===== config.mk =====
export PLATFORM = sky130hd
export DESIGN_NAME = dma_regbank
export DESIGN_NICKNAME = d
export VERILOG_FILES = /design/src/rtl/dma_regbank_pkg.sv /design/src/rtl/dma_port_decode.sv /design/src/rtl/dma_chan_regs.sv /design/src/rtl/dma_ctrl_regs.sv /design/src/rtl/dma_regbank.sv
export SDC_FILE = /design/constraint.sdc
export NUM_CORES = 1
export LEC_CHECK = 0
export BUFFER_PORTS_ARGS = -buffer_cell sky130_fd_sc_hd__buf_4
export CAP_MARGIN = 20
export CORE_MARGIN = 5
export CORE_UTILIZATION = 50
export DETAILED_ROUTE_END_ITERATION = 6
export PLACE_DENSITY = 0.76
export SLEW_MARGIN = 25
export SYNTH_ARGS = -nofsm -noshare
export SYNTH_HDL_FRONTEND = slang
export SYNTH_SLANG_ARGS = --single-unit

===== constraint.sdc =====
create_clock -name clk -period 4.06 [get_ports clk]
set_input_delay 0.203 -clock clk [delete_from_list [all_inputs] [get_ports clk]]
set_output_delay 0.203 -clock clk [all_outputs]
set_load 0.005 [all_outputs]

===== src/rtl/dma_regbank_pkg.sv =====
package dma_regbank_pkg;
  localparam int unsigned CH_W   = 2;
  localparam int unsigned NUM_CH = 1 << CH_W;
  localparam int unsigned DATA_W = 8;
  localparam int unsigned REG_W  = 2 * DATA_W;
  localparam int unsigned MODE_W = DATA_W - CH_W;
  localparam int unsigned OFS_W  = 4;
  // position of the auto-initialize flag inside the stored mode field
  localparam int unsigned AUTOINIT_BIT = 4 - CH_W;

  localparam logic [OFS_W-1:0] OFS_CMD_STAT  = 4'h8;
  localparam logic [OFS_W-1:0] OFS_MASK_ONE  = 4'hA;
  localparam logic [OFS_W-1:0] OFS_MODE      = 4'hB;
  localparam logic [OFS_W-1:0] OFS_PTR_CLR   = 4'hC;
  localparam logic [OFS_W-1:0] OFS_MCLR_TEMP = 4'hD;
  localparam logic [OFS_W-1:0] OFS_MASK_CLR  = 4'hE;
  localparam logic [OFS_W-1:0] OFS_MASK_ALL  = 4'hF;

  typedef struct packed {
    logic chan_wr;
    logic chan_rd;
    logic cmd_wr;
    logic stat_rd;
    logic mask_one;
    logic mode_wr;
    logic ptr_clr;
    logic mclr;
    logic mask_clr;
    logic mask_all;
  } strobe_t;
endpackage


===== src/rtl/dma_port_decode.sv =====
module dma_port_decode
  import dma_regbank_pkg::*;
(
  input  logic             cs,
  input  logic             rd_stb,
  input  logic             wr_stb,
  input  logic [OFS_W-1:0] port_ofs,
  output strobe_t          stb
);
  logic do_wr, do_rd, chan_space;

  always_comb begin
    do_wr      = cs & wr_stb;
    do_rd      = cs & rd_stb;
    chan_space = ~port_ofs[OFS_W-1];
    stb.chan_wr  = do_wr & chan_space;
    stb.chan_rd  = do_rd & chan_space;
    stb.cmd_wr   = do_wr & (port_ofs == OFS_CMD_STAT);
    stb.stat_rd  = do_rd & (port_ofs == OFS_CMD_STAT);
    stb.mask_one = do_wr & (port_ofs == OFS_MASK_ONE);
    stb.mode_wr  = do_wr & (port_ofs == OFS_MODE);
    stb.ptr_clr  = do_wr & (port_ofs == OFS_PTR_CLR);
    stb.mclr     = do_wr & (port_ofs == OFS_MCLR_TEMP);
    stb.mask_clr = do_wr & (port_ofs == OFS_MASK_CLR);
    stb.mask_all = do_wr & (port_ofs == OFS_MASK_ALL);
  end
endmodule


===== src/rtl/dma_chan_regs.sv =====
module dma_chan_regs
  import dma_regbank_pkg::*;
#(
  parameter int unsigned DW = DATA_W,
  parameter int unsigned RW = REG_W,
  parameter int unsigned MW = MODE_W
) (
  input  logic          clk,
  input  logic          rst,
  input  logic          ptr_hi,
  input  logic          addr_we,
  input  logic          cnt_we,
  input  logic          mode_we,
  input  logic [DW-1:0] wdata,
  output logic [RW-1:0] base_addr,
  output logic [RW-1:0] cur_addr,
  output logic [RW-1:0] base_cnt,
  output logic [RW-1:0] cur_cnt,
  output logic [MW-1:0] mode
);
  always_ff @(posedge clk) begin
    if (rst) begin
      base_addr <= '0;
      cur_addr  <= '0;
      base_cnt  <= '0;
      cur_cnt   <= '0;
      mode      <= '0;
    end else begin
      if (addr_we) begin
        if (ptr_hi) begin
          base_addr[RW-1:DW] <= wdata;
          cur_addr[RW-1:DW]  <= wdata;
        end else begin
          base_addr[DW-1:0] <= wdata;
          cur_addr[DW-1:0]  <= wdata;
        end
      end
      if (cnt_we) begin
        if (ptr_hi) begin
          base_cnt[RW-1:DW] <= wdata;
          cur_cnt[RW-1:DW]  <= wdata;
        end else begin
          base_cnt[DW-1:0] <= wdata;
          cur_cnt[DW-1:0]  <= wdata;
        end
      end
      if (mode_we) mode <= wdata[DW-1:DW-MW];
    end
  end
endmodule


===== src/rtl/dma_ctrl_regs.sv =====
module dma_ctrl_regs
  import dma_regbank_pkg::*;
#(
  parameter int unsigned NCH = NUM_CH,
  parameter int unsigned CW  = CH_W,
  parameter int unsigned DW  = DATA_W
) (
  input  logic           clk,
  input  logic           rst,
  input  strobe_t        stb,
  input  logic [DW-1:0]  wdata,
  input  logic [NCH-1:0] tc_pulse,
  input  logic [NCH-1:0] autoinit,
  input  logic [NCH-1:0] dreq,
  output logic           ptr_hi,
  output logic [NCH-1:0] mask,
  output logic [DW-1:0]  cmd,
  output logic [NCH-1:0] tc_stat,
  output logic [NCH-1:0] dreq_q
);
  logic [NCH-1:0] mask_nxt;
  logic [NCH-1:0] tc_base;

  always_comb begin
    mask_nxt = mask;
    if (stb.mclr)          mask_nxt = '1;
    else if (stb.mask_clr) mask_nxt = '0;
    else if (stb.mask_all) mask_nxt = wdata[NCH-1:0];
    else if (stb.mask_one) mask_nxt[wdata[CW-1:0]] = wdata[CW];
    tc_base = (stb.stat_rd || stb.mclr) ? '0 : tc_stat;
  end

  always_ff @(posedge clk) begin
    if (rst) begin
      ptr_hi  <= 1'b0;
      mask    <= '1;
      cmd     <= '0;
      tc_stat <= '0;
      dreq_q  <= '0;
    end else begin
      dreq_q <= dreq;
      if (stb.ptr_clr || stb.mclr)       ptr_hi <= 1'b0;
      else if (stb.chan_wr || stb.chan_rd) ptr_hi <= ~ptr_hi;
      if (stb.mclr)        cmd <= '0;
      else if (stb.cmd_wr) cmd <= wdata;
      tc_stat <= tc_base | tc_pulse;
      mask    <= mask_nxt | (tc_pulse & ~autoinit);
    end
  end
endmodule


===== src/rtl/dma_regbank.sv =====
module dma_regbank
  import dma_regbank_pkg::*;
#(
  parameter int unsigned NCH = NUM_CH,
  parameter int unsigned CW  = CH_W,
  parameter int unsigned DW  = DATA_W,
  parameter int unsigned RW  = REG_W,
  parameter int unsigned MW  = MODE_W,
  parameter int unsigned OW  = OFS_W
) (
  input  logic              clk,
  input  logic              rst,
  input  logic              cs,
  input  logic              rd_stb,
  input  logic              wr_stb,
  input  logic [OW-1:0]     port_ofs,
  input  logic [DW-1:0]     wdata,
  output logic [DW-1:0]     rdata,
  input  logic [NCH-1:0]    dreq,
  input  logic [NCH-1:0]    tc_pulse,
  output logic [NCH*RW-1:0] base_addr,
  output logic [NCH*RW-1:0] base_count,
  output logic [NCH*MW-1:0] chan_mode,
  output logic [NCH-1:0]    chan_mask,
  output logic [DW-1:0]     cmd_reg
);
  strobe_t        stb;
  logic           ptr_hi;
  logic [NCH-1:0] tc_stat;
  logic [NCH-1:0] dreq_q;
  logic [NCH-1:0] autoinit;
  logic [RW-1:0]  cur_addr_a [NCH];
  logic [RW-1:0]  cur_cnt_a  [NCH];
  logic [CW-1:0]  sel_ch;
  logic [RW-1:0]  sel_word;
  logic [DW-1:0]  rd_mux;

  dma_port_decode u_dec (
    .cs(cs), .rd_stb(rd_stb), .wr_stb(wr_stb), .port_ofs(port_ofs), .stb(stb)
  );

  dma_ctrl_regs #(.NCH(NCH), .CW(CW), .DW(DW)) u_ctrl (
    .clk(clk), .rst(rst), .stb(stb), .wdata(wdata), .tc_pulse(tc_pulse),
    .autoinit(autoinit), .dreq(dreq), .ptr_hi(ptr_hi), .mask(chan_mask),
    .cmd(cmd_reg), .tc_stat(tc_stat), .dreq_q(dreq_q)
  );

  assign sel_ch = port_ofs[CW:1];

  for (genvar ch = 0; ch < NCH; ch++) begin : g_ch
    logic          addr_we, cnt_we, mode_we;
    logic [MW-1:0] mode_q;
    assign addr_we = stb.chan_wr && (sel_ch == CW'(ch)) && !port_ofs[0];
    assign cnt_we  = stb.chan_wr && (sel_ch == CW'(ch)) &&  port_ofs[0];
    assign mode_we = stb.mode_wr && (wdata[CW-1:0] == CW'(ch));
    dma_chan_regs #(.DW(DW), .RW(RW), .MW(MW)) u_chan (
      .clk(clk), .rst(rst), .ptr_hi(ptr_hi), .addr_we(addr_we),
      .cnt_we(cnt_we), .mode_we(mode_we), .wdata(wdata),
      .base_addr(base_addr[ch*RW +: RW]), .cur_addr(cur_addr_a[ch]),
      .base_cnt(base_count[ch*RW +: RW]), .cur_cnt(cur_cnt_a[ch]),
      .mode(mode_q)
    );
    assign chan_mode[ch*MW +: MW] = mode_q;
    assign autoinit[ch] = mode_q[AUTOINIT_BIT];
  end

  always_comb begin
    sel_word = port_ofs[0] ? cur_cnt_a[sel_ch] : cur_addr_a[sel_ch];
    rd_mux   = '0;
    if (stb.chan_rd)      rd_mux = ptr_hi ? sel_word[RW-1:DW] : sel_word[DW-1:0];
    else if (stb.stat_rd) rd_mux = {dreq_q, tc_stat};
  end

  always_ff @(posedge clk) begin
    if (rst) rdata <= '0;
    else     rdata <= rd_mux;
  end
endmodule


==> impl_table.tex <==
\begin{tabular}{lr}
\hline
Metric & Value \\
\hline
\multicolumn{2}{l}{\textbf{Yosys}} \\
Yosys warns & 0 \\
Fraction of registers with async set or reset after synthesis & 0\% \\
Post-Syn Instances & 763 \\
Avg Synthesized Cell Area & 10.5 sq um \\
Predominant post-synthesis flop cell & dfxtp\_1 \\
Synthesized area & 7980 sq um \\
Number of enable-type register cells in the synthesized netlist & 0 \\
Unique masters post-synth & 53 \\
Share of the yosys chip area belonging to registers & 45.4\% \\
Nets in the synthesized netlist & 788 \\
Register bit count reported by yosys & 181 \\
\multicolumn{2}{l}{\textbf{STA}} \\
Tcrit/Tclk final & 55.9\% \\
Number of slew-limit violations in the final report & 0 \\
Unrepaired setup endpoints after global routing & false \\
Final Worst Setup Slack & 1790 ps \\
Max-slew headroom at the worst pin & 34.8\% \\
Minimum clock period after layout & 2270 ps \\
Final setup violation count & 0 \\
Worst-case clock skew & 9.56 ps \\
Upper clock frequency limit & 0.441 GHz \\
Slew at the pin closest to its max-slew limit & 978 ps \\
Number of failing hold endpoints at the final stage & 0 \\
Total negative slack for setup checks & 0 ps \\
\multicolumn{2}{l}{\textbf{CTS}} \\
Max Buffers Root-to-Sink & 2 \\
H-Tree Level Count & 4 \\
Count of hold-fix buffers inserted at cts & 2 \\
Clk root buf & clkbuf\_16 \\
Clock slew at reported path FFs & 70 ps \\
Inserted Clock Buffers & 17 \\
Clock latency on the worst-skew pair & 430 ps \\
Number of post-CTS setup repair buffers & 0 \\
Clock tree from TritonCTS & yes \\
Total number of clock tree sinks & 181 \\
\# resized after CTS & 0 \\
\multicolumn{2}{l}{\textbf{Min path}} \\
Class of the tightest hold or removal check & primary input to flip-flop \\
Endpoint of the worst hold path & u\_ctrl.tc\_stat[1] \\
Worst hold path stage count & 3 \\
Source of the worst hold timing path & tc\_pulse[1] \\
\multicolumn{2}{l}{\textbf{Final layout}} \\
Register bank with the most flops & g\_ch.u\_chan.cur\_addr \\
Area growth, synth to finish & 25.8\% \\
Largest regs & g\_ch.u\_chan.cur\_addr x48, g\_ch.u\_chan.base\_cnt x40 \\
Number of nets in the finished design & 945 \\
Final design utilization & 63.7\% \\
Post-layout instance area & 10000 sq um \\
Ant. Diodes & 0 \\
Share of cells above drive strength 1 & 29.4\% \\
Max FFs per register & 48 \\
\multicolumn{2}{l}{\textbf{Global route}} \\
Grt ovf & 0 \\
First-pass GRT wire length & 36700 um \\
Via count of the first global-routing pass & 6452 \\
Largest net degree at the start of global routing & 95 \\
Total Routing Usage GR & 26.1\% \\
Antenna violations before repair & 0 \\
\multicolumn{2}{l}{\textbf{Setup path}} \\
Critical-path cell list & nor4bb\_1 -> nand3\_2 -> mux2i\_1 -> nor2\_1 \\
Required time at the worst-slack endpoint & 4340 ps \\
Endpoint type of the worst setup path & flip-flop \\
Critical path's slowest cell & nor4bb\_1 \\
Critical path's largest stage delay & 850 ps \\
Maximum fanout along the worst path & 8 \\
Slack of the worst reg-to-reg path & 1790 ps \\
Number of cells on the worst reg-to-reg path & 4 \\
Capture instance of the worst register-to-register path & g\_ch[2].u\_chan.cur\_cnt[4] \\
Type of the setup path with the least slack & flip-flop to flip-flop \\
Startpoint of the worst-slack reg-to-reg timing path & u\_ctrl.ptr\_hi \\
Endpoint arrival time on the critical path & 2550 ps \\
Type of origin of the critical path & flip-flop \\
\multicolumn{2}{l}{\textbf{Die}} \\
Area enclosed by the die boundary & 18600 sq um \\
Die height & 136 um \\
Starting utilization of the core area & 50.6\% \\
Number of placement rows & 46 \\
Std-Cell Core Area & 15800 sq um \\
Die W & 136 um \\
Number of I/O pins & 197 \\
\multicolumn{2}{l}{\textbf{Detailed routing}} \\
Router iterations before antenna repair & 5 \\
Detail Route Antenna Nets & 0 \\
Average vias per placed instance & 5.64 \\
Overall via count from detail\_route & 6472 \\
Routed wire per std cell & 21.0 um \\
Starting DRC count in detailed routing & 549 \\
Drt drc & 0 \\
WL final & 24100 um \\
\multicolumn{2}{l}{\textbf{Placed design}} \\
Count of buffers from port buffering & 196 \\
Post-DP Area & 9410 sq um \\
Post-place setup slack & 1700 ps \\
Routability-driven placement congestion ratio & 0.856 \\
Detailed placer's ending HPWL & 16400 um \\
\multicolumn{2}{l}{\textbf{Power}} \\
Power after layout & 3.76 mW \\
Areal power density over the cells & 374 nW/um\^{}2 \\
Maximum resistive drop on vdd & 0.267 mV \\
Leakage Power & 4.62 nW \\
\multicolumn{2}{l}{\textbf{Run status}} \\
Outcome & finished clean \\
\multicolumn{2}{l}{\textbf{Flow run}} \\
Number of maximum-capacitance violations & 0 \\
\hline
\end{tabular}
synthesized netlist by cell type, drive strengths merged (8+ instances only):
cell type,instances,area share (%)
o21ai,8,0.50
dfxtp,181,45
o22ai,8,0.63
nor2b,14,1.1
buf,23,2.3
mux4,16,4.7
nor2,178,8.4
mux2i,172,22
nand3,8,0.88
clkbuf,39,1.8
mux2,13,1.8
nand2b,8,0.63
a21oi,11,0.69
nor3,13,1.8
critical path: cells and delay by family, from the launching register on:
kind | cells | cell delay [ps]
AND/OR/NAND/NOR | 3 | 1430
flip-flops | 1 | 410
multiplexers | 1 | 280
power breakdown:
part           internal [mW]  total (mW)  leakage, nW  switching (mW)
clock network           1.05        1.73        0.291           0.686
registers               1.79        1.80         1.46          0.0107
logic                 0.0739       0.229         2.86           0.155
total                   2.91        3.76         4.62           0.852
placed cells by master, fill, tap and decap left out, drive strengths merged, types with 2 or more instances in the layout:
cell type    Yosys  layout
clkbuf          39      23
a221o            6       6
dfxtp          181     181
nor2           178     178
bufinv           0       4
a2111oi          4       4
o221ai           2       2
mux4            16      16
clkinv           0       3
o22ai            8       8
o21ai            8       8
mux2            13      13
a2bb2oi          2       2
dlygate4sd3      0       2
a211oi           6       6
nand4b           2       2
o211ai           2       2
nand4            3       3
a31oi            2       2
o31ai            2       2
nand2            7       7
nor4             6       6
nor3b            2       2
nor3            13      13
nand3            8       8
nor2b           14      14
buf             23     198
nand2b           8       8
a21oi           11      11
and4b            2       2
mux2i          172     172
or4              3       3
inv              6       6
logic make-up (layout without fill, tap and decap cells):
group                     after synthesis  in the layout  synth area share [%]
AOI/OAI and AO/OA                      58             58                  5.08
xor gates and xnor gates                1              1                 0.110
and+or+nand+nor                       254            254                  16.9
buffers and inverters                  68            237                  4.39
DFF                                   181            181                  45.4
muxes                                 201            201                  28.1
final cells by class:
cell class / count / area [sq um]
multi-input cells: 514 / 4010
inverters: 6 / 22.5
flip-flops and latches: 181 / 3620
clock buffers: 23 / 458
fillers: 1355 / 5730
repair buffers: 200 / 1510
clock inverters: 8 / 150
well taps: 216 / 270
layer usage:
| metal | part of all wire [%] | vias up | track usage (%) |
|---|---|---|---|
| met2 | 48 | 295 | 41.4 |
| met3 | 8.3 | 30 | 6.81 |
| met5 | 0 | - | 0 |
| met4 | 1.8 | 0 | 8.17 |
| met1 | 42 | 3154 | 34.8 |
| li1 | - | 2993 | - |
metrics by stage:
stage / hold WS (ps) / cells
after floorplan: 320 / 763
after global placement: 417 / 1115
after detailed placement: 435 / 1115
after CTS: 0.601 / 1148
after global routing: 0.670 / 1148
final: 13.7 / 1148
worst max path at each step:
stage,start,end,slack (ps),cells after the start
final,u_ctrl.ptr_hi,g_ch[2].u_chan.cur_cnt[4],1790,4
after global routing,u_ctrl.ptr_hi,g_ch[2].u_chan.cur_cnt[5],1630,4
after CTS,u_ctrl.ptr_hi,g_ch[2].u_chan.cur_cnt[6],1810,4
after detailed placement,port_ofs[2],u_ctrl.mask[3],1700,5
after global placement,port_ofs[2],rdata[2],1810,4
after floorplan,port_ofs[2],rdata[2],2450,5
No activity file was read; power rests on OpenSTA's default activity.
